[src/rtl/rope_rot_pkg.sv]
package rope_rot_pkg;

    // Fractional bits of the external format (seven or more)
    parameter int FRAC_W    = 8;
    // Extra integer bits carried inside the datapath
    parameter int GUARD_INT = 2;
    // Extra fractional bits carried inside the datapath
    parameter int EXT_FRAC  = 6;
    // Number of micro-rotations (even, so stages can be paired)
    parameter int N_MICRO   = 12;

    localparam int DW    = FRAC_W + 1;
    localparam int IW    = GUARD_INT + DW + EXT_FRAC;
    localparam int ANG_W = N_MICRO + 2;

    typedef logic signed [IW-1:0] ival_t;
    typedef logic signed [DW-1:0] oval_t;

    typedef enum logic [1:0] {
        QUAD_0   = 2'd0,
        QUAD_90  = 2'd1,
        QUAD_180 = 2'd2,
        QUAD_270 = 2'd3
    } quad_e;

    typedef struct packed {
        logic                vld;
        ival_t               x;
        ival_t               y;
        logic [N_MICRO-1:0]  dir;
    } rot_beat_t;

    localparam ival_t OUT_MAX = ival_t'((1 << FRAC_W) - 1);
    localparam ival_t OUT_MIN = ival_t'(-(1 << FRAC_W));
    localparam ival_t HALF_LSB = ival_t'(1 << (EXT_FRAC - 1));

    // Sign-extend an external value and align it to the internal fraction
    function automatic ival_t widen(input oval_t v);
        return {{GUARD_INT{v[DW-1]}}, v, {EXT_FRAC{1'b0}}};
    endfunction

    // Multiply by about 0.607239, the inverse of the accumulated CORDIC growth
    function automatic ival_t unit_gain(input ival_t v);
        return (v >>> 1) + (v >>> 3) - (v >>> 6) - (v >>> 9)
             - (v >>> 12) + (v >>> 14);
    endfunction

    // Round to nearest at the external LSB, then clamp to the external range
    function automatic oval_t round_sat(input ival_t v);
        ival_t r;
        r = (v + HALF_LSB) >>> EXT_FRAC;
        if (r > OUT_MAX)
            r = OUT_MAX;
        else if (r < OUT_MIN)
            r = OUT_MIN;
        return oval_t'(r[DW-1:0]);
    endfunction

endpackage

[src/rtl/rope_quadrant_stage.sv]
module rope_quadrant_stage
    import rope_rot_pkg::*;
(
    input  logic             clk,
    input  logic             rst,
    input  logic             in_valid,
    input  oval_t            in_x,
    input  oval_t            in_y,
    input  logic [ANG_W-1:0] in_angle,
    output rot_beat_t        q_out
);

    quad_e     quad;
    ival_t     wx;
    ival_t     wy;
    rot_beat_t nxt;

    always_comb begin
        quad    = quad_e'(in_angle[ANG_W-1 -: 2]);
        wx      = widen(in_x);
        wy      = widen(in_y);
        nxt.vld = in_valid;
        nxt.dir = in_angle[N_MICRO-1:0];
        case (quad)
            QUAD_0:   begin nxt.x = wx;  nxt.y = wy;  end
            QUAD_90:  begin nxt.x = -wy; nxt.y = wx;  end
            QUAD_180: begin nxt.x = -wx; nxt.y = -wy; end
            QUAD_270: begin nxt.x = wy;  nxt.y = -wx; end
            default:  begin nxt.x = wx;  nxt.y = wy;  end
        endcase
    end

    always_ff @(posedge clk) begin
        q_out <= nxt;
        if (rst)
            q_out.vld <= 1'b0;
    end

    function automatic longint mag2(input ival_t a, input ival_t b);
        return longint'(a) * longint'(a) + longint'(b) * longint'(b);
    endfunction

    // a quarter turn keeps the squared length exactly
    a_r2_quadrant_keeps_norm: assert property (@(posedge clk) disable iff (rst)
        in_valid |=> (mag2(q_out.x, q_out.y) ==
                      mag2(widen($past(in_x)), widen($past(in_y)))));

endmodule

[src/rtl/rope_micro_stage.sv]
module rope_micro_stage
    import rope_rot_pkg::*;
#(
    parameter int IDX    = 0,
    parameter bit MERGED = 1'b0
) (
    input  logic      clk,
    input  logic      rst,
    input  rot_beat_t s_in,
    output rot_beat_t s_out
);

    ival_t nx;
    ival_t ny;

    generate
        if (MERGED) begin : g_pair
            // Two successive micro-rotations folded into one shift-add step
            logic  a_pos;
            logic  b_pos;
            logic  same;
            ival_t x1, x2, xc, y1, y2, yc;
            always_comb begin
                a_pos = s_in.dir[IDX];
                b_pos = s_in.dir[IDX+1];
                same  = (a_pos == b_pos);
                x1 = s_in.x >>> IDX;
                x2 = s_in.x >>> (IDX + 1);
                xc = s_in.x >>> (2 * IDX + 1);
                y1 = s_in.y >>> IDX;
                y2 = s_in.y >>> (IDX + 1);
                yc = s_in.y >>> (2 * IDX + 1);
                nx = s_in.x;
                nx = same  ? nx - xc : nx + xc;
                nx = a_pos ? nx - y1 : nx + y1;
                nx = b_pos ? nx - y2 : nx + y2;
                ny = s_in.y;
                ny = same  ? ny - yc : ny + yc;
                ny = a_pos ? ny + x1 : ny - x1;
                ny = b_pos ? ny + x2 : ny - x2;
            end
        end else begin : g_single
            ival_t sx;
            ival_t sy;
            always_comb begin
                sx = s_in.x >>> IDX;
                sy = s_in.y >>> IDX;
                if (s_in.dir[IDX]) begin
                    nx = s_in.x - sy;
                    ny = s_in.y + sx;
                end else begin
                    nx = s_in.x + sy;
                    ny = s_in.y - sx;
                end
            end
        end
    endgenerate

    always_ff @(posedge clk) begin
        s_out.x   <= nx;
        s_out.y   <= ny;
        s_out.dir <= s_in.dir;
        if (rst)
            s_out.vld <= 1'b0;
        else
            s_out.vld <= s_in.vld;
    end

    // a zero vector stays zero through every shift-add step
    a_r9_zero_stays_zero: assert property (@(posedge clk) disable iff (rst)
        (s_in.x == '0 && s_in.y == '0) |=> (s_out.x == '0 && s_out.y == '0));

endmodule

[src/rtl/rope_gain_sat.sv]
module rope_gain_sat
    import rope_rot_pkg::*;
(
    input  logic  clk,
    input  logic  rst,
    input  logic  in_vld,
    input  ival_t in_x,
    input  ival_t in_y,
    output logic  out_valid,
    output oval_t out_x,
    output oval_t out_y
);

    ival_t gx;
    ival_t gy;

    always_comb begin
        gx = unit_gain(in_x);
        gy = unit_gain(in_y);
    end

    always_ff @(posedge clk) begin
        out_x <= round_sat(gx);
        out_y <= round_sat(gy);
        if (rst)
            out_valid <= 1'b0;
        else
            out_valid <= in_vld;
    end

    // saturation never flips the sign of the scaled result
    a_r5_no_wrap_pos: assert property (@(posedge clk) disable iff (rst)
        (!gx[IW-1] && !gy[IW-1]) |=> (!out_x[DW-1] && !out_y[DW-1]));
    a_r5_no_wrap_neg: assert property (@(posedge clk) disable iff (rst)
        (gx[IW-1] && gy[IW-1]) |=> ($signed(out_x) <= 0 && $signed(out_y) <= 0));

endmodule

[src/rtl/rope_cordic_rotator.sv]
module rope_cordic_rotator
    import rope_rot_pkg::*;
#(
    parameter bit MERGE_PAIRS = 1'b0
) (
    input  logic                     clk,
    input  logic                     rst,
    input  logic                     in_valid,
    input  logic signed [DW-1:0]     in_x,
    input  logic signed [DW-1:0]     in_y,
    input  logic        [ANG_W-1:0]  in_angle,
    output logic                     out_valid,
    output logic signed [DW-1:0]     out_x,
    output logic signed [DW-1:0]     out_y
);

    localparam int STEP  = MERGE_PAIRS ? 2 : 1;
    localparam int N_STG = N_MICRO / STEP;
    localparam int LAT   = N_STG + 2;
    localparam int CNT_W = $clog2(LAT + 1) + 1;

    rot_beat_t chain [N_STG+1];

    rope_quadrant_stage u_quad (
        .clk      (clk),
        .rst      (rst),
        .in_valid (in_valid),
        .in_x     (in_x),
        .in_y     (in_y),
        .in_angle (in_angle),
        .q_out    (chain[0])
    );

    generate
        for (genvar g = 0; g < N_STG; g++) begin : g_stage
            rope_micro_stage #(
                .IDX    (g * STEP),
                .MERGED (MERGE_PAIRS)
            ) u_micro (
                .clk   (clk),
                .rst   (rst),
                .s_in  (chain[g]),
                .s_out (chain[g+1])
            );
        end
    endgenerate

    rope_gain_sat u_gain (
        .clk       (clk),
        .rst       (rst),
        .in_vld    (chain[N_STG].vld),
        .in_x      (chain[N_STG].x),
        .in_y      (chain[N_STG].y),
        .out_valid (out_valid),
        .out_x     (out_x),
        .out_y     (out_y)
    );

    // Checker state: pairs accepted but not yet delivered
    logic [CNT_W-1:0] inflight;

    always_ff @(posedge clk) begin
        if (rst)
            inflight <= '0;
        else
            inflight <= inflight + CNT_W'(in_valid) - CNT_W'(out_valid);
    end

    // every output beat has an accepted input behind it
    a_r6_valid_has_source: assert property (@(posedge clk) disable iff (rst)
        out_valid |-> (inflight != '0));
    // the pipeline never holds more beats than its depth
    a_r6_bounded_depth: assert property (@(posedge clk) disable iff (rst)
        inflight <= CNT_W'(LAT));

endmodule

[config.mk]
export PLATFORM = sky130hd
export DESIGN_NAME = rope_cordic_rotator
export DESIGN_NICKNAME = d
export VERILOG_FILES = /design/src/rtl/rope_rot_pkg.sv /design/src/rtl/rope_quadrant_stage.sv /design/src/rtl/rope_micro_stage.sv /design/src/rtl/rope_gain_sat.sv /design/src/rtl/rope_cordic_rotator.sv
export SDC_FILE = /design/constraint.sdc
export NUM_CORES = 2
export LEC_CHECK = 0
export ABC_CLOCK_PERIOD_IN_PS = 8920
export BUFFER_PORTS_ARGS = -buffer_cell sky130_fd_sc_hd__clkbuf_2
export CORE_ASPECT_RATIO = 0.8
export CORE_MARGIN = 3
export CORE_UTILIZATION = 70
export CTS_BUF_LIST = sky130_fd_sc_hd__clkbuf_4 sky130_fd_sc_hd__clkbuf_8 sky130_fd_sc_hd__clkbuf_16
export CTS_CLUSTER_DIAMETER = 40
export DETAILED_ROUTE_END_ITERATION = 10
export GPL_TIMING_DRIVEN = 0
export PLACE_DENSITY = 0.87
export SKIP_LAST_GASP = 1
export SYNTH_ARGS = -nofsm -noshare
export SYNTH_HDL_FRONTEND = slang
export SYNTH_SLANG_ARGS = --single-unit
[constraint.sdc]
create_clock -name clk -period 8.92 [get_ports clk]
set_input_delay 0.446 -clock clk [delete_from_list [all_inputs] [get_ports clk]]
set_output_delay 0.446 -clock clk [all_outputs]
set_load 0.03 [all_outputs]
==> Yosys cells after proc, flatten, opt, wreduce, memory -nomap -nowiden <==
Index checks and enable logic that the tools add are counted.
{ "classes": {"n_addsub": 61, "order_cmp": 4, "eq_ne": 3, "mux": 27, "reduce_logical": 1} }
{ "ops": {"columns": ["cell", "count"], "rows": [
  ["$mux 17", 24],
  ["$pmux 34 s4", 1],
  ["$sub 17x11->17", 4],
  ["$sub 17x8->17", 4],
  ["$add 16x14->17", 2],
  ["$add 17x10->17", 2],
  ["$add 17x11->17", 2],
  ["$add 17x12->17", 2],
  ["$add 17x13->17", 2],
  ["$add 17x14->17", 2],
  ["$add 17x15->17", 2],
  ["$add 17x16->17", 2],
  ["$add 17x3->17", 2],
  ["$add 17x6->17", 2],
  ["$add 17x7->17", 2],
  ["$add 17x7->17 const B", 2],
  ["$add 17x8->17", 2],
  ["$add 17x9->17", 2],
  ["$neg 15->17", 2],
  ["$sub 17x10->17", 2],
  ["$sub 17x12->17", 2],
  ["$sub 17x13->17", 2],
  ["$sub 17x14->17", 2],
  ["$sub 17x15->17", 2],
  ["13 further kinds", 23]
]} }
{ "totals": {"reg_bits": 618, "output_inout_bits": 19, "word_cells": 150} }

==> Logic depth before layout (Yosys ltp) <==
{ "logic_depth": {"depth_word": 8, "ltp_mapped": 19, "ltp_nobuf": 18} }

==> Modules after synthesis <==
Synthesis repeated with hierarchy kept, for this count alone.
{ "hier_totals": {"hier_cells": 4963, "area_unflattened_um2": 43808.3} }
{ "modules_own_cells": {"columns": ["mod", "n_inst", "cells_each", "area_per_inst_um2"], "rows": [
  ["rope_gain_sat", 1, 492, 4709.5],
  ["rope_micro_stage at g_stage[0].u_micro", 1, 403, 3382.0],
  ["rope_micro_stage at g_stage[9].u_micro", 1, 381, 3325.7],
  ["rope_micro_stage at g_stage[2].u_micro", 1, 394, 3239.4],
  ["rope_micro_stage at g_stage[3].u_micro", 1, 371, 3215.6],
  ["rope_micro_stage at g_stage[1].u_micro", 1, 355, 3125.5],
  ["rope_micro_stage at g_stage[5].u_micro", 1, 347, 3086.7],
  ["rope_micro_stage at g_stage[10].u_micro", 1, 347, 3047.9],
  ["rope_micro_stage at g_stage[4].u_micro", 1, 336, 3025.4],
  ["rope_micro_stage at g_stage[6].u_micro", 1, 336, 3012.9],
  ["rope_micro_stage at g_stage[8].u_micro", 1, 337, 2986.6],
  ["rope_micro_stage at g_stage[7].u_micro", 1, 334, 2976.6],
  ["rope_micro_stage at g_stage[11].u_micro", 1, 347, 2966.6],
  ["rope_quadrant_stage", 1, 183, 1707.9]
]} }

==> Least setup slack after synthesis <==
OpenSTA, ideal clock, no wires.
{ "synth_timing": {"path_kind": "reg-to-reg", "start": "register g_stage[11].u_micro.s_out[28] in the netlist's numbering", "end": "register u_gain.out_y[0]", "setup_ps": 139, "arrival_time_ps": 5121, "required_time_ps": 8781, "setup_slack_ps": 3660, "path_stages_with_launch": 18, "path_buffers": 1, "period_less_slack_ps": 5260, "cell_sequence": "dfxtp_1 > clkbuf_1 > inv_1 > fa_1 > fa_1 > inv_1 > fa_1 > inv_1 > fa_1 > ha_1 > and3_1 > o221ai_2 > a31oi_2 > o21ai_4 > o211ai_1 > nor2_1 > o311ai_2 > o21ai_0"} }
{ "synth_between": {"elab_chain_len": 8, "word_cells_on_any_way": 9} }
{ "synth_rtl": {"columns": ["element", "line", "text"], "rows": [
  ["start, declared", "rope_micro_stage.sv:10", "output rot_beat_t s_out"],
  ["$add 16x14->17", "rope_rot_pkg.sv:44", "return (v >>> 1) + (v >>> 3) - (v >>> 6) - (v >>> 9)"],
  ["$sub 17x11->17", "rope_rot_pkg.sv:44", null],
  ["$sub 17x8->17", "rope_rot_pkg.sv:44", null],
  ["$sub 17x5->17", "rope_rot_pkg.sv:45", "- (v >>> 12) + (v >>> 14);"],
  ["$add 17x3->17 *", "rope_rot_pkg.sv:45", null],
  ["$add 17x7->17 *", "rope_rot_pkg.sv:51", "r = (v + HALF_LSB) >>> EXT_FRAC;"],
  ["$lt 11x9->1", "rope_rot_pkg.sv:54", "else if (r < OUT_MIN)"],
  ["$mux 9", "rope_rot_pkg.sv:54", null],
  ["end signal, assigned", "rope_gain_sat.sv:24", "out_y <= round_sat(gy);"],
  ["end, declared", "rope_gain_sat.sv:11", "output oval_t out_y"]
]} }
Mark *: on every way between the ends. The rest lies on a longest branch, timed or not.
A chain may end at the register's enable or synchronous reset.

==> Final worst setup path <==
{ "layout_timing": {"start": "register g_stage[11].u_micro.s_out[28] in the netlist's numbering", "end": "register u_gain.out_y[4]"} }
Same word-level chain as after synthesis.

==> metrics.md <==
| Metric | Value |
|---|---|
| Met1 Usage GRT | `about 45%` |
| CP top delay family | `adder cells` |
| Depth of the worst hold-timing path | `1` |
| Antenna violations before repair | `1` |
| Final worst path period share | `73.5%` |
| Syn Nets | `around 4.7k` |
| Final Util | `between 70% and 80%` |
| Arr. time, crit path | `7000 ps` |
| Fin area | `approximately 40,000 um^2` |
| Mapped cell area | `between 30,000 and 40,000 um^2` |
| RSZ-0062 raised after global routing | `false` |
| Largest net degree at the start of global routing | `16` |
| Max cap viols | `0` |
| Hold crit path type | `input pin to flop` |
| Critical-path maximum fanout | `13` |
| Crit end category | `flop` |
| Crit path kind | `flop to flop` |
| Xor-xnor portion of the synthesized cell area | `roughly an eighth` |
| Grt total ovfl | `0` |
| DRC viols | `0` |
| Core Box Area | `about 50,000 um^2` |
| CTS sink count | `between 500 and 600` |
| Synth top area cells | `dfxtp_1 28%, ha_1 17%, xnor2_1 8.7%, fa_1 5.5%, a21oi_1 5.3%` |
| Synthesized area per cell | `8.84 um^2` |
| WP depth | `17` |
| Synth cell count leaders | `506 x dfxtp_1, 476 x ha_1, 383 x a21oi_1, 375 x inv_1, 359 x xnor2_1` |
| Die span in y | `around 210 um` |
| Critical-path cell list | `clkbuf_1 -> inv_1 -> fa_1 -> fa_1 -> inv_1 -> fa_1 -> inv_1 -> fa_1 -> ha_1 -> and3_1 -> o221ai_2 -> a31oi_2 -> o21ai_4 -> o211ai_1 -> nor2_1 -> o311ai_2 -> o21ai_0` |
| Fin. Hold Viols | `0` |
| Post-route ant nets | `0` |
| Placed inst area | `37,100 um^2` |
| Multiplexer share of the synthesized area | `1.52%` |
| Worst r2r path cells | `17` |
| Total Nets Final | `between 4k and 5k` |
| Post-Synthesis Cells | `4,067` |
| Post-CTS sizing | `0` |
| Number of synthesized flops with an enable pin | `0` |
| Port Buf Inserts | `52` |
| Longest Clk Path Bufs | `3` |
| Most instantiated library cell after synthesis | `dfxtp_1` |
| Post-synthesis register bit count | `approximately 510` |
| Peak Freq | `approximately 150 MHz` |
| Grt met3 use | `between 5 and 6%` |
| Met2 GRT Util | `roughly half` |
| Initial Utilization | `71.6%` |
| Clock buffer count from CTS | `68` |
| Tmin final | `roughly 6600 ps` |
| Die Wd | `between 200 and 300 um` |
| Crit path required time | `around 9400 ps` |
| DIE AREA | `approximately 54,000 um^2` |
| Clock skew | `34.2 ps` |
| Largest family of logic cells by synthesized area | `adder cells` |
| Vias in the first global route | `between 20k and 30k` |
| Setup TNS | `0 ps` |
| Adder-cell share of the synthesized area | `between 20% and 30%` |
| TritonCTS clock tree | `done` |
| Post-synthesis simple-gate area fraction | `a little over an eighth` |
| Via density | `around 6.1` |
| Max-slew violation count | `0` |
| Initial drt markers | `2,617` |
| Compound-Gate Fraction of Synth Area | `between 10% and 20%` |
| Total GRT Usage | `between 30% and 40%` |
| Synth top area share | `roughly 28%` |
| CP bufs+invs | `4` |
| Most used cell, CP | `fa_1` |
| Startpoint Class | `flop` |
| YS warnings | `0` |
| Yosys top cell by area | `dfxtp_1` |
| Async SR Flop Fraction | `0%` |
| Critical path's slowest cell | `dfxtp_1` |
| Initial DRT Pass Iterations | `8` |
| # H-tree levels | `3` |
| Row count | `between 70 and 80` |
| Final setup vio count | `0` |
| Ys flop type | `dfxtp_1` |
| Worst-Margin Slew | `between 800 and 900 ps` |
| Clk_lat worst skew | `610 ps` |
| Layout cell share with drive strength beyond 1 | `5.57%` |
| Critical Path Max Stage Delay | `~720 ps` |
| Total Routed Length | `around 90,000 um` |
| Cell variety after synth | `between 70 and 80` |
| Status | `complete, no violations` |
| Slew headroom | `approximately 46%` |
| HPWL Detailed | `~66,000 um` |
| GP Congestion | `0.961` |
| First-pass GRT wire length | `144,000 um` |
| DR vias | `between 30k and 40k` |
| GR peak layer | `met2` |
| Clock slew at reported path FFs | `around 60 ps` |
| CTS root buffer | `clkbuf_16` |
| Routed len/inst | `between 15 and 20 um` |
| Post-synthesis sequential area ratio | `28.2%` |
| FILL cells | `3,259` |
| Area grow syn2layout | `10.1%` |
| Ant. Diodes | `0` |
| I/O pins | `54` |
layer usage:
metal | vias up | wire length [um]
met1 | 14200 | 39400
met5 | - | 0
met2 | 1295 | 39100
met4 | 0 | 1990
li1 | 14500 | -
met3 | 195 | 7250
through the flow:
step	setup WS [ps]	hold slack, ps	instances
3_3_place_gp	2880	310	4794
2_1_floorplan	3660	310	4067
3_5_place_dp	2780	312	4794
4_1_cts	2520	1.88	4929
6_report	2360	46.3	4929
5_1_grt	2000	4.04	4929
worst reg2reg max path: stages, from the launching register on:
cell      delay, ps
dfxtp_1         720
clkbuf_1        490
inv_1           450
fa_1            560
fa_1            510
inv_1            70
fa_1            520
inv_1            50
fa_1            450
ha_1            310
and3_1          170
o221ai_2        130
a31oi_2         370
o21ai_4         140
o211ai_1        570
nor2_1          210
o311ai_2        480
o21ai_0         190
timing repair:
item,in CTS,in global routing
hold endpoints to repair,11,0
hold buffers,11,0
setup buffers,0,0
sequential cells by signal, indices dropped and copies added, names as in the netlist:
| signal | count |
|---|---|
| u_gain.out_valid | 1 |
| u_gain.out_x | 9 |
| u_quad.q_out | 35 |
| g_stage.u_micro.s_out | 452 |
| u_gain.out_y | 9 |
kinds of logic (layout without fill, tap and decap cells):
| logic type | after synthesis | count (layout) |
|---|---|---|
| buf+inv | 444 | 631 |
| flops | 506 | 506 |
| xor+xnor | 545 | 545 |
| mux | 49 | 49 |
| compound gates | 973 | 973 |
| simple gates | 976 | 976 |
| fa+ha+maj | 574 | 574 |
final timing paths:
kind	startpoint	to	slack, ps
max	g_stage[11].u_micro.s_out[28]	u_gain.out_y[4]	2360
min reg2reg	u_quad.q_out[9]	g_stage[0].u_micro.s_out[9]	320
min	in_angle[5]	u_quad.q_out[5]	50
max reg2reg	g_stage[11].u_micro.s_out[28]	u_gain.out_y[4]	2360
layout by cell type, fill, tap and decap left out, drive strengths merged, types with 30 or more instances in the layout:
| cell type | instances |
|---|---|
| dfxtp | 506 |
| ha | 476 |
| inv | 392 |
| a21oi | 384 |
| xnor2 | 359 |
| nor2 | 301 |
| clkbuf | 190 |
| xor2 | 186 |
| nand2 | 168 |
| o21ai | 141 |
| nor3 | 135 |
| fa | 98 |
| a21o | 86 |
| nand3 | 80 |
| o21bai | 70 |
| a211oi | 50 |
| nor2b | 48 |
| and3 | 45 |
| nand2b | 43 |
| a31oi | 41 |
| o21a | 37 |
| or3 | 34 |
| nor4 | 30 |
cell type report:
| cell class | instances | area, um^2 | area share (%) |
|---|---|---|---|
| clock inverters | 39 | 499 | 1.26 |
| inverters | 378 | 1420 | 3.59 |
| multi-input cells | 3117 | 24100 | 61.0 |
| repair buffers | 63 | 370 | 0.936 |
| clock buffers | 85 | 1900 | 4.81 |
| plain buffers | 66 | 253 | 0.639 |
| well taps | 675 | 845 | 2.13 |
| flip-flops and latches | 506 | 10100 | 25.6 |
Power is left out: the tool's default activity adds up to more than one toggle a clock period on the data nets, which glitch-free logic cannot reach.
